**config.mk**
```make
export PLATFORM = sky130hd
export DESIGN_NAME = rampcfg_regblock
export DESIGN_NICKNAME = d
export VERILOG_FILES = /design/src/rtl/rampcfg_pkg.sv /design/src/rtl/rc_delay_timer.sv /design/src/rtl/rc_addr_decode.sv /design/src/rtl/rc_cfg_bank.sv /design/src/rtl/rc_update_ctrl.sv /design/src/rtl/rampcfg_regblock.sv
export SDC_FILE = /design/constraint.sdc
export NUM_CORES = 1
export LEC_CHECK = 0
export ABC_AREA = 1
export CORE_UTILIZATION = 50
export CTS_BUF_LIST = sky130_fd_sc_hd__clkbuf_4
export CTS_CLUSTER_SIZE = 8
export DETAILED_ROUTE_END_ITERATION = 10
export DONT_BUFFER_PORTS = 1
export SLEW_MARGIN = 20
export SYNTH_ARGS = -nofsm -noshare
export SYNTH_HDL_FRONTEND = slang
export SYNTH_HIERARCHICAL = 1
export SYNTH_SLANG_ARGS = --single-unit
```
**constraint.sdc**
```tcl
create_clock -name clk -period 5.37 [get_ports clk]
set_clock_uncertainty 0.15 [all_clocks]
set_input_delay 1.074 -clock clk [delete_from_list [all_inputs] [get_ports clk]]
set_output_delay 1.074 -clock clk [all_outputs]
set_load 0.005 [all_outputs]
```
**src/rtl/rampcfg_pkg.sv**
```systemverilog
package rampcfg_pkg;

  localparam int unsigned DATA_W = 32;

  // register offsets (bytes)
  localparam int unsigned OFS_CMD  = 32'h00;
  localparam int unsigned OFS_FREQ = 32'h10;
  localparam int unsigned OFS_LIM  = 32'h30;
  localparam int unsigned OFS_LINK = 32'h40;
  localparam int unsigned OFS_RAMP = 32'h50;
  localparam int unsigned OFS_UPD  = 32'h60;

  // update register fields
  localparam int unsigned UPD_EN_BIT = 8;
  localparam int unsigned ACK_LSB    = 16;
  localparam int unsigned CODE_W     = 4;
  localparam int unsigned ACK_W      = 16;

  // entry codes
  localparam logic [CODE_W-1:0] ENT_RAMP = 4'd2;
  localparam logic [CODE_W-1:0] ENT_LINK = 4'd3;
  localparam logic [CODE_W-1:0] ENT_LIM  = 4'd6;
  localparam logic [CODE_W-1:0] ENT_FREQ = 4'd14;

  typedef enum logic [2:0] {
    SEL_NONE, SEL_CMD, SEL_FREQ, SEL_LIM, SEL_LINK, SEL_RAMP, SEL_UPD
  } sel_e;

  typedef struct packed {
    sel_e       sel;
    logic [2:0] idx;
  } dec_t;

endpackage

```
**src/rtl/rc_delay_timer.sv**
```systemverilog
module rc_delay_timer #(
  parameter int unsigned LAT = 3
) (
  input  logic clk,
  input  logic rst_n,
  input  logic start,
  input  logic cancel,
  output logic active,
  output logic fire
);
  localparam int unsigned CW = $clog2(LAT + 1);

  logic [CW-1:0] cnt_q;

  always_ff @(posedge clk or negedge rst_n) begin
    if (!rst_n)               cnt_q <= '0;
    else if (start)           cnt_q <= CW'(LAT);
    else if (cancel)          cnt_q <= '0;
    else if (cnt_q != '0)     cnt_q <= cnt_q - 1'b1;
  end

  assign active = (cnt_q != '0);
  assign fire   = (cnt_q == CW'(1));
endmodule

```
**src/rtl/rc_addr_decode.sv**
```systemverilog
module rc_addr_decode import rampcfg_pkg::*; #(
  parameter int unsigned ADDR_W = 8,
  parameter int unsigned FREQ_N = 8,
  parameter int unsigned LIM_N  = 3
) (
  input  logic [ADDR_W-1:0] addr,
  output dec_t              dec
);
  logic [31:0] a;

  always_comb begin
    a       = 32'(addr);
    dec.sel = SEL_NONE;
    dec.idx = '0;
    if (a[1:0] == 2'b00) begin
      if (a == OFS_CMD) begin
        dec.sel = SEL_CMD;
      end else if (a >= OFS_FREQ && a < OFS_FREQ + 4 * FREQ_N) begin
        dec.sel = SEL_FREQ;
        dec.idx = 3'((a - OFS_FREQ) >> 2);
      end else if (a >= OFS_LIM && a < OFS_LIM + 4 * LIM_N) begin
        dec.sel = SEL_LIM;
        dec.idx = 3'((a - OFS_LIM) >> 2);
      end else if (a == OFS_LINK) begin
        dec.sel = SEL_LINK;
      end else if (a == OFS_RAMP) begin
        dec.sel = SEL_RAMP;
      end else if (a == OFS_UPD) begin
        dec.sel = SEL_UPD;
      end
    end
  end
endmodule

```
**src/rtl/rc_cfg_bank.sv**
```systemverilog
module rc_cfg_bank import rampcfg_pkg::*; #(
  parameter int unsigned FREQ_N = 8,
  parameter int unsigned LIM_N  = 3
) (
  input  logic                     clk,
  input  logic                     rst_n,
  input  logic                     wr_en,
  input  dec_t                     dec,
  input  logic [DATA_W-1:0]        wdata,
  input  logic                     apply_en,
  input  logic [CODE_W-1:0]        apply_code,
  output logic [DATA_W-1:0]        rd_word,
  output logic [FREQ_N*DATA_W-1:0] applied_freq,
  output logic [LIM_N*DATA_W-1:0]  applied_lim,
  output logic [DATA_W-1:0]        applied_link,
  output logic [DATA_W-1:0]        applied_ramp
);
  localparam int unsigned DW = DATA_W;

  logic [FREQ_N*DW-1:0] freq_flat;
  logic [LIM_N*DW-1:0]  lim_flat;
  logic [DW-1:0]        link_q, ramp_q;

  wire ap_freq = apply_en && (apply_code == ENT_FREQ);
  wire ap_lim  = apply_en && (apply_code == ENT_LIM);
  wire ap_link = apply_en && (apply_code == ENT_LINK);
  wire ap_ramp = apply_en && (apply_code == ENT_RAMP);

  for (genvar g = 0; g < FREQ_N; g++) begin : g_freq
    logic [DW-1:0] word_q, shadow_q;
    always_ff @(posedge clk or negedge rst_n) begin
      if (!rst_n) begin
        word_q   <= '0;
        shadow_q <= '0;
      end else begin
        if (wr_en && dec.sel == SEL_FREQ && dec.idx == 3'(g)) word_q <= wdata;
        if (ap_freq) shadow_q <= word_q;
      end
    end
    assign freq_flat[g*DW +: DW]    = word_q;
    assign applied_freq[g*DW +: DW] = shadow_q;
  end

  for (genvar g = 0; g < LIM_N; g++) begin : g_lim
    logic [DW-1:0] word_q, shadow_q;
    always_ff @(posedge clk or negedge rst_n) begin
      if (!rst_n) begin
        word_q   <= '0;
        shadow_q <= '0;
      end else begin
        if (wr_en && dec.sel == SEL_LIM && dec.idx == 3'(g)) word_q <= wdata;
        if (ap_lim) shadow_q <= word_q;
      end
    end
    assign lim_flat[g*DW +: DW]    = word_q;
    assign applied_lim[g*DW +: DW] = shadow_q;
  end

  always_ff @(posedge clk or negedge rst_n) begin
    if (!rst_n) begin
      link_q       <= '0;
      ramp_q       <= '0;
      applied_link <= '0;
      applied_ramp <= '0;
    end else begin
      if (wr_en && dec.sel == SEL_LINK) link_q <= wdata;
      if (wr_en && dec.sel == SEL_RAMP) ramp_q <= wdata;
      if (ap_link) applied_link <= link_q;
      if (ap_ramp) applied_ramp <= ramp_q;
    end
  end

  always_comb begin
    case (dec.sel)
      SEL_FREQ: rd_word = freq_flat[int'(dec.idx)*DW +: DW];
      SEL_LIM:  rd_word = lim_flat[int'(dec.idx)*DW +: DW];
      SEL_LINK: rd_word = link_q;
      SEL_RAMP: rd_word = ramp_q;
      default:  rd_word = '0;
    endcase
  end


  apply_freq_chk: assert property (@(posedge clk) disable iff (!rst_n)
    ap_freq |=> applied_freq == $past(freq_flat));


  link_hold_chk: assert property (@(posedge clk) disable iff (!rst_n)
    !ap_link |=> $stable(applied_link));
endmodule

```
**src/rtl/rc_update_ctrl.sv**
```systemverilog
module rc_update_ctrl import rampcfg_pkg::*; #(
  parameter int unsigned SET_LAT = 3,
  parameter int unsigned CLR_LAT = 3
) (
  input  logic              clk,
  input  logic              rst_n,
  input  logic              wr_en,
  input  logic [DATA_W-1:0] wdata,
  output logic [DATA_W-1:0] upd_rd,
  output logic              apply_en,
  output logic [CODE_W-1:0] apply_code
);
  logic [CODE_W-1:0] code_q, pend_q;
  logic              en_q;
  logic [ACK_W-1:0]  ack_q, ack_d;
  logic              set_active, set_fire, clr_active, clr_fire;

  wire trig = wr_en && wdata[UPD_EN_BIT];
  wire zero = wr_en && (wdata == '0);

  rc_delay_timer #(.LAT(SET_LAT)) u_set_tmr (
    .clk(clk), .rst_n(rst_n), .start(trig), .cancel(zero),
    .active(set_active), .fire(set_fire));

  rc_delay_timer #(.LAT(CLR_LAT)) u_clr_tmr (
    .clk(clk), .rst_n(rst_n), .start(zero), .cancel(1'b0),
    .active(clr_active), .fire(clr_fire));

  always_comb begin
    ack_d = clr_fire ? '0 : ack_q;
    if (set_fire) ack_d[pend_q] = 1'b1;
  end

  always_ff @(posedge clk or negedge rst_n) begin
    if (!rst_n) begin
      code_q <= '0;
      en_q   <= 1'b0;
      pend_q <= '0;
      ack_q  <= '0;
    end else begin
      ack_q <= ack_d;
      if (wr_en) begin
        code_q <= wdata[CODE_W-1:0];
        en_q   <= wdata[UPD_EN_BIT];
      end
      if (trig) pend_q <= wdata[CODE_W-1:0];
    end
  end

  assign upd_rd     = {ack_q, 7'b0, en_q, 4'b0, code_q};
  assign apply_en   = set_fire;
  assign apply_code = pend_q;


  ack_rise_chk: assert property (@(posedge clk) disable iff (!rst_n)
    set_fire |=> ack_q[$past(pend_q)]);


  ack_no_spur_chk: assert property (@(posedge clk) disable iff (!rst_n)
    !set_fire |=> (ack_q & ~$past(ack_q)) == '0);


  ack_clear_chk: assert property (@(posedge clk) disable iff (!rst_n)
    clr_fire && !set_fire |=> ack_q == '0);


  cancel_chk: assert property (@(posedge clk) disable iff (!rst_n)
    zero |=> !set_active && clr_active);
endmodule

```
**src/rtl/rampcfg_regblock.sv**
```systemverilog
module rampcfg_regblock import rampcfg_pkg::*; #(
  parameter int unsigned ADDR_W   = 8,
  parameter int unsigned FREQ_N   = 8,
  parameter int unsigned LIM_N    = 3,
  parameter int unsigned BUSY_CYC = 4,
  parameter int unsigned SET_LAT  = 3,
  parameter int unsigned CLR_LAT  = 3
) (
  input  logic                     clk,
  input  logic                     rst_n,
  input  logic                     req_valid,
  output logic                     req_ready,
  input  logic                     req_write,
  input  logic [ADDR_W-1:0]        req_addr,
  input  logic [31:0]              req_wdata,
  output logic                     rsp_valid,
  output logic [31:0]              rsp_rdata,
  output logic [FREQ_N*32-1:0]     applied_freq,
  output logic [LIM_N*32-1:0]      applied_limits,
  output logic [31:0]              applied_link,
  output logic [31:0]              applied_ramp
);
  localparam int unsigned DW = DATA_W;

  dec_t              dec;
  logic              root_en_q, busy, busy_done;
  logic [DW-1:0]     bank_rd, upd_rd, rd_mux;
  logic              apply_en;
  logic [CODE_W-1:0] apply_code;

  wire wr         = req_valid && req_write;
  wire rd         = req_valid && !req_write;
  wire busy_start = wr && dec.sel == SEL_CMD && req_wdata[1];

  assign req_ready = 1'b1;

  rc_addr_decode #(.ADDR_W(ADDR_W), .FREQ_N(FREQ_N), .LIM_N(LIM_N)) u_dec (
    .addr(req_addr), .dec(dec));

  rc_delay_timer #(.LAT(BUSY_CYC)) u_busy_tmr (
    .clk(clk), .rst_n(rst_n), .start(busy_start), .cancel(1'b0),
    .active(busy), .fire(busy_done));

  rc_cfg_bank #(.FREQ_N(FREQ_N), .LIM_N(LIM_N)) u_bank (
    .clk(clk), .rst_n(rst_n), .wr_en(wr), .dec(dec), .wdata(req_wdata),
    .apply_en(apply_en), .apply_code(apply_code), .rd_word(bank_rd),
    .applied_freq(applied_freq), .applied_lim(applied_limits),
    .applied_link(applied_link), .applied_ramp(applied_ramp));

  rc_update_ctrl #(.SET_LAT(SET_LAT), .CLR_LAT(CLR_LAT)) u_upd (
    .clk(clk), .rst_n(rst_n), .wr_en(wr && dec.sel == SEL_UPD),
    .wdata(req_wdata), .upd_rd(upd_rd), .apply_en(apply_en),
    .apply_code(apply_code));

  always_ff @(posedge clk or negedge rst_n) begin
    if (!rst_n)                        root_en_q <= 1'b0;
    else if (wr && dec.sel == SEL_CMD) root_en_q <= req_wdata[1];
  end

  always_comb begin
    case (dec.sel)
      SEL_CMD:                               rd_mux = {30'b0, root_en_q, busy};
      SEL_FREQ, SEL_LIM, SEL_LINK, SEL_RAMP: rd_mux = bank_rd;
      SEL_UPD:                               rd_mux = upd_rd;
      default:                               rd_mux = '0;
    endcase
  end

  always_ff @(posedge clk or negedge rst_n) begin
    if (!rst_n) begin
      rsp_valid <= 1'b0;
      rsp_rdata <= '0;
    end else begin
      rsp_valid <= rd;
      if (rd) rsp_rdata <= rd_mux;
    end
  end


  busy_start_chk: assert property (@(posedge clk) disable iff (!rst_n)
    busy_start |=> busy);


  busy_end_chk: assert property (@(posedge clk) disable iff (!rst_n)
    busy_done && !busy_start |=> !busy);


  rsp_timing_chk: assert property (@(posedge clk) disable iff (!rst_n)
    rd |=> rsp_valid);


  rsp_idle_chk: assert property (@(posedge clk) disable iff (!rst_n)
    !rd |=> !rsp_valid);


  unmapped_rd_chk: assert property (@(posedge clk) disable iff (!rst_n)
    rd && dec.sel == SEL_NONE |=> rsp_rdata == '0);
endmodule

```
==> results of run 1 <==
-- sequential cells by signal, indices dropped and copies added, names as in the netlist --
register                flops
u_bank/g_freq.word_q      256
u_upd/apply_code            4
u_bank/applied_link        32
u_bank/ramp_q              32
u_bank/g_freq.shadow_q    256
u_bank/link_q              32
u_upd/u_set_tmr/cnt_q       2
u_upd/ack_q                16
u_upd/code_q                4
u_bank/g_lim.shadow_q      96
u_upd/en_q                  1
u_busy_tmr/cnt_q            3
root_en_q                   1
rsp_valid                   1
u_bank/g_lim.word_q        96
rsp_rdata                  32
u_upd/u_clr_tmr/cnt_q       2
u_bank/applied_ramp        32
-- layout make-up --
type / count / area [um2]
fill: 6991 / 33620
inverter: 341 / 1281
tap: 969 / 1212
multi-input combinational: 2629 / 13140
clock buffer: 343 / 2575
antenna: 7 / 17.52
sequential: 898 / 22470
clock inverter: 61 / 369.1
timing repair buffer: 44 / 381.6
-- routing by layer --
| metal | vias up | routed length (um) |
|---|---|---|
| li1 | 13510 | - |
| met1 | 14420 | 54430 |
| met2 | 1388 | 55240 |
| met3 | 190 | 14020 |
| met4 | 0 | 3472 |
| met5 | - | 0 |
-- timing repair --
action | 4_1_cts | 5_1_grt
hold endpoints to repair | 908 | 898
setup buffers | 0 | 0
endpoints found under the setup margin | 0 | 0
resized for setup | 0 | 0
-- metrics by stage --
stage                     total power, mW  utilization (%)  instance area, um2  setup WS [ns]
final                               13.45            55.21               41450          1.797
after global routing                14.00            55.21               41440          1.853
after CTS                           13.56            55.17               41420          2.257
after detailed placement            7.644            51.20               38430          1.076
after global placement              7.637            51.20               38430          1.137
after floorplan                     7.417                -               38250          2.110
-- final timing paths --
| path | startpoint | to | cells past startpoint |
|---|---|---|---|
| min reg2reg | u_bank/link_q[3]$_DFFE_PN0P_ | u_bank/link_q[3]$_DFFE_PN0P_ | 2 |
| max reg2reg | u_upd/u_set_tmr/cnt_q[1]$_DFFE_PN0P_ | u_bank/g_freq[5].shadow_q[2]$_DFFE_PN0P_ | 7 |
| min in group clk | req_wdata[8] | u_upd/en_q$_DFFE_PN0P_ | 2 |
| max in group clk | req_addr[7] | rsp_rdata[14]$_DFFE_PN0P_ | 17 |
| max | rst_n | u_bank/g_freq[0].word_q[0]$_DFFE_PN0P_ | 0 |
| min | rst_n | u_bank/g_freq[2].shadow_q[7]$_DFFE_PN0P_ | 0 |
-- power by group --
part | internal (mW) | switching, mW | total [mW]
logic | 0.163 | 0.461 | 0.624
clock network | 3.06 | 2.85 | 5.91
registers | 6.86 | 0.0541 | 6.91
total | 10.1 | 3.36 | 13.4
-- cells in the final DEF (no fill, tap or decap), types with 4 or more instances in the layout --
cell type,count
nand2_1,1246
dfrtp_1,898
o21ai_0,610
clkbuf_4,343
inv_1,326
nand3_1,199
o21ai_1,197
mux2_2,194
clkinv_1,46
nand2_2,40
buf_4,36
nor2_1,35
o22ai_1,32
conb_1,15
inv_2,13
nor2_2,11
nand4_1,8
diode_2,7
nand2_4,6
nand3_4,6
ha_1,6
nor2_4,5
clkinv_4,4
inv_6,4
dlygate4sd3_1,4
o31ai_1,4
-- worst register-to-register path, cell delays in order, from the launching register on --
cell and delay (ns):
dfrtp_1 0.36, inv_1 0.09, ha_1 0.34, nand2_1 0.09, nor2_1 0.36, nand3_4 0.38
buf_12 0.36, mux2_2 0.71
==> results_dict.tcl, run 1 <==
set metrics [dict create \
    rsz0062_at_grt "no" \
    drtIter0Drc 3599 \
    netlist_area_um2 38200 \
    min_period_over_period_pct 66.53 \
    fp.coreArea_um2 75070 \
    grt_max_degree 899 \
    clk_path_buf_depth 3 \
    grt_pass1_wl_um 187500 \
    vias 29510 \
    start_kind "input port" \
    grt_pass1_vias 27460 \
    initial_utilization_pct 50.88 \
    grt-ovfl-total 0 \
    netlist_instances 4134 \
    place_congestion 0.9045 \
    ctsHoldBuffers 4 \
    grt_use_total_pct 32.91 \
    endpoint_kind "async pin" \
    tritoncts "done" \
    ctsRootBufferMaster "clkbuf_4" \
    placedCellCount 4877 \
    min_path_type "input port to async pin" \
    cp.arrival_ns 3.44 \
    cts.sinks 898 \
    cts_buffers 230 \
    io_buffers 0 \
    crit_type "input port to async pin" \
    busiest_layer "met2" \
    finalSetupViolations 0 \
    drtPass1Iterations 6 \
    via_per_inst 5.576 \
    drc 0 \
    antenna_left 0 \
    vdd_ir_drop_max_v 0.0002156 \
    maxCapViolations 0 \
    final-hold-violation-count 271 \
    io_pins 494 \
    finalSetupTns_ns 0 \
    leakage_nw 20.32 \
    crit_fanout 898 \
    met1_usage_pct 46.96 \
    syn_area_per_cell_um2 9.241 \
    status "complete, but fails checks" \
    rows 100 \
    chipWidth_um 278.4 \
    final_cell_count_no_fill 5292 \
    cts_htree_levels 4 \
    die_h_um 278.4 \
    grt.met2_usage_pct 47.55 \
    fin_crit_ns 3.573 \
    drive_gt1_share_pct 15.82 \
    worstSkewPairLatency_ns 1.12 \
    fin_nets 4194 \
    yosys_warnings 6 \
    hold_ws_ns -0.4996 \
    routedWlPerCell_um 24.03 \
    slew_headroom_pct -215.2 \
    routed_wl_um 127200 \
    area_growth_pct 8.503 \
    max_freq_mhz 279.9 \
    power.density_cell_area_nw_per_um2 324.4 \
    violations "negative hold slack, max-slew violations" \
    r2r_slack_ns 2.37 \
    cts.reportedPaths.clkPinSlew_ns 0.06 \
    worstPathRequired_ns 5.23 \
    place_hpwl_um 85920 \
    met3_usage_pct 10.26 \
    dieArea_um2 77510 \
    antenna_found_initial 5 \
    tightestPinTransition_ns 4.727 \
    maxSlewViolCount 789 \
]
Note: power is estimated with default switching activity, not from simulation.
==> inputs of run 2 (changes only) <==
PLACE_DENSITY = 0.68   (was default)
clock period = 3.05 ns   (was 5.37 ns; I/O delays follow)
==> run 2 against run 1 <==
The flow now finishes without violations. Total power up 75%. First-iteration DRC count up 5.9%. Setup slack worse by 1.7 ns. Die area unchanged. Utilization up 2.1 points. Global-route usage up 0.42 points. Combinational power up 130%. Sequential power up 77%. Critical path depth up 9. Via count up 3.5%. Largest cell class unchanged.
==> results_dict.tcl, run 2 (synthesized netlist as in run 1, its figures left out) <==
set metrics [dict create \
    path_cells "dlygate4sd3_1, nand2_1, dlygate4sd3_1, nor3_2, buf_4, nand2_2, dlygate4sd3_1, o21ai_0, dlygate4sd3_1" \
    reg_top3 "u_bank/g_freq.shadow_q: 256 flops, u_bank/g_freq.word_q: 256 flops" \
    endpoint_kind "flop" \
    placedCellCount 4968 \
    fill_cells 6768 \
    dp_slack_ns -0.1688 \
    die_h_um 278.4 \
    ctsRootBufferMaster "clkbuf_4" \
    fin_nets 4340 \
    worstPathRequired_ns 3.88 \
    r2r_slack_ns 0.41 \
    grt_use_total_pct 33.33 \
    cp.arrival_ns 3.77 \
    start_kind "input port" \
    antenna_left 0 \
    multi_input_area_um2 13140 \
    fp.coreArea_um2 75070 \
    critical_path.top_delay_family "buffers and inverters" \
    cp_slowest_cell "dlygate4sd3_1" \
    grt-ovfl-total 0 \
    cts.reportedPaths.clkPinSlew_ns 0.07 \
    rr_worst_depth 7 \
    leakage_nw 21.15 \
    worstSkewPairLatency_ns 1.10 \
    maxSlewViolCount 0 \
    io_pins 494 \
    path_buf_inv 5 \
    drtIter0Drc 3810 \
    vdd_ir_drop_max_v 0.0002857 \
    final_common_cell "nand2_1" \
    cts_setup_buffers 0 \
    cts_htree_levels 4 \
    antenna_found_initial 6 \
    fin_crit_ns 2.945 \
    drc 0 \
    grt_pass1_vias 29060 \
    cp_common_cell "dlygate4sd3_1" \
    grt_max_degree 899 \
    most-common-layout-cells "nand2_1 (1245), dfrtp_1 (898), o21ai_0 (610)" \
    area_growth_pct 12.56 \
    chipWidth_um 278.4 \
    dieArea_um2 77510 \
    routedWlPerCell_um 23.77 \
    crit_fanout 7 \
    slew_headroom_pct 36.13 \
    drtPass1Iterations 7 \
    min_path_type "input port to flop" \
    io_buffers 0 \
    final_cell_count_no_fill 5411 \
    final-hold-violation-count 0 \
    rows 100 \
    cts.sinks 898 \
    grt_pass1_wl_um 191100 \
    vias 30540 \
    r2r-start "u_upd/u_set_tmr/cnt_q[1]$_DFFE_PN0P_" \
    finalSetupViolations 0 \
    initial_utilization_pct 50.88 \
    power.density_cell_area_nw_per_um2 548.5 \
    status "finished clean" \
    path_depth 9 \
    routed_wl_um 128600 \
    max_freq_mhz 339.5 \
    place_congestion 0.9701 \
    maxCapViolations 0 \
    crit_path_end "u_upd/apply_code[1]$_DFFE_PN0P_" \
    ff_latch_area_um2 22470 \
    tightestPinTransition_ns 0.9570 \
    place_hpwl_um 89300 \
    clk_path_buf_depth 3 \
    cts_buffers 230 \
    min_period_over_period_pct 96.57 \
    crit_type "input port to flop" \
    via_per_inst 5.644 \
    setup_ws_ns 0.1047 \
    cpPeakStageDelay_ns 0.67 \
    rsz0062_at_grt "no" \
    tritoncts "done" \
    crit_start "req_write" \
    worstReg2RegEnd "u_bank/g_freq[5].shadow_q[23]$_DFFE_PN0P_" \
    drive_gt1_share_pct 17.43 \
]
==> run 2: cell types whose count changed in the layout (fill, tap and decap cells not counted), moves of 5 or more <==
| cell | previous run | this run |
|---|---|---|
| buf_4 | 36 | 97 |
| dlygate4sd3_1 | 4 | 52 |
| buf_12 | 3 | 35 |
| clkinv_1 | 46 | 33 |
| clkbuf_4 | 343 | 335 |
| buf_16 | 0 | 6 |
| diode_2 | 7 | 2 |
| inv_2 | 13 | 18 |
==> run 2: tightest hold or removal path: stages <==
cell and delay (ns):
nor2_4 0.02, nand4_1 0.09, nand2_2 0.13, buf_4 0.20
nand3_1 0.12, o21ai_0 0.08
==> run 2: worst min-delay path by stage <==
stage	start	endpoint	slack, ns	cells after the start
floorplan	rst_n	root_en_q$_DFFE_PN0N_	0.16	0
global placement	rst_n	u_bank/applied_link[4]$_DFFE_PN0P_	0.22	0
detailed placement	rst_n	u_bank/applied_link[6]$_DFFE_PN0P_	0.22	0
CTS	rst_n	u_bank/applied_ramp[12]$_DFFE_PN0P_	-0.97	0
global route	req_addr[6]	root_en_q$_DFFE_PN0N_	0.09	6
finish	req_addr[6]	root_en_q$_DFFE_PN0N_	0.13	6
==> run 2: layout make-up <==
class / count / share of cell area, %
tap: 969 / 2.820
clock inverter: 47 / 0.5936
multi-input combinational: 2629 / 30.57
sequential: 898 / 52.26
inverter: 341 / 2.980
timing repair buffer: 190 / 4.918
antenna: 2 / 0.01164
clock buffer: 335 / 5.849
==> run 2: power by group <==
group	internal, mW	switching [mW]
Combinational	0.373	1.04
Sequential	12.1	0.100
Clock	5.13	4.87
==> run 2: stage by stage <==
stage / utilization [%] / cell area [um2] / hold WS, ns / TNS (ns) / total power [mW]
2_1_floorplan: - / 38250 / 0.1644 / 0 / 13.06
3_3_place_gp: 52.63 / 39510 / 0.2232 / -1.410 / 13.43
3_5_place_dp: 52.63 / 39510 / 0.2237 / -1.812 / 13.46
4_1_cts: 56.99 / 42780 / -0.9742 / 0 / 23.49
5_1_grt: 57.28 / 43000 / 0.08867 / 0 / 24.55
6_report: 57.28 / 43000 / 0.1318 / 0 / 23.59
==> run 2: timing repair <==
item,in CTS,in global routing
resized for setup,0,2
hold buffers,50,4
endpoints found under the hold margin,1336,422
endpoints found under the setup margin,0,1
==> run 2: routing by layer <==
layer | up-vias | wire (um) | track usage [%]
li1 | 13750 | - | -
met1 | 14970 | 53020 | 45.78
met2 | 1607 | 55230 | 47.72
met3 | 213 | 15880 | 12.34
met4 | 0 | 4489 | 13.29
met5 | - | 0 | 0
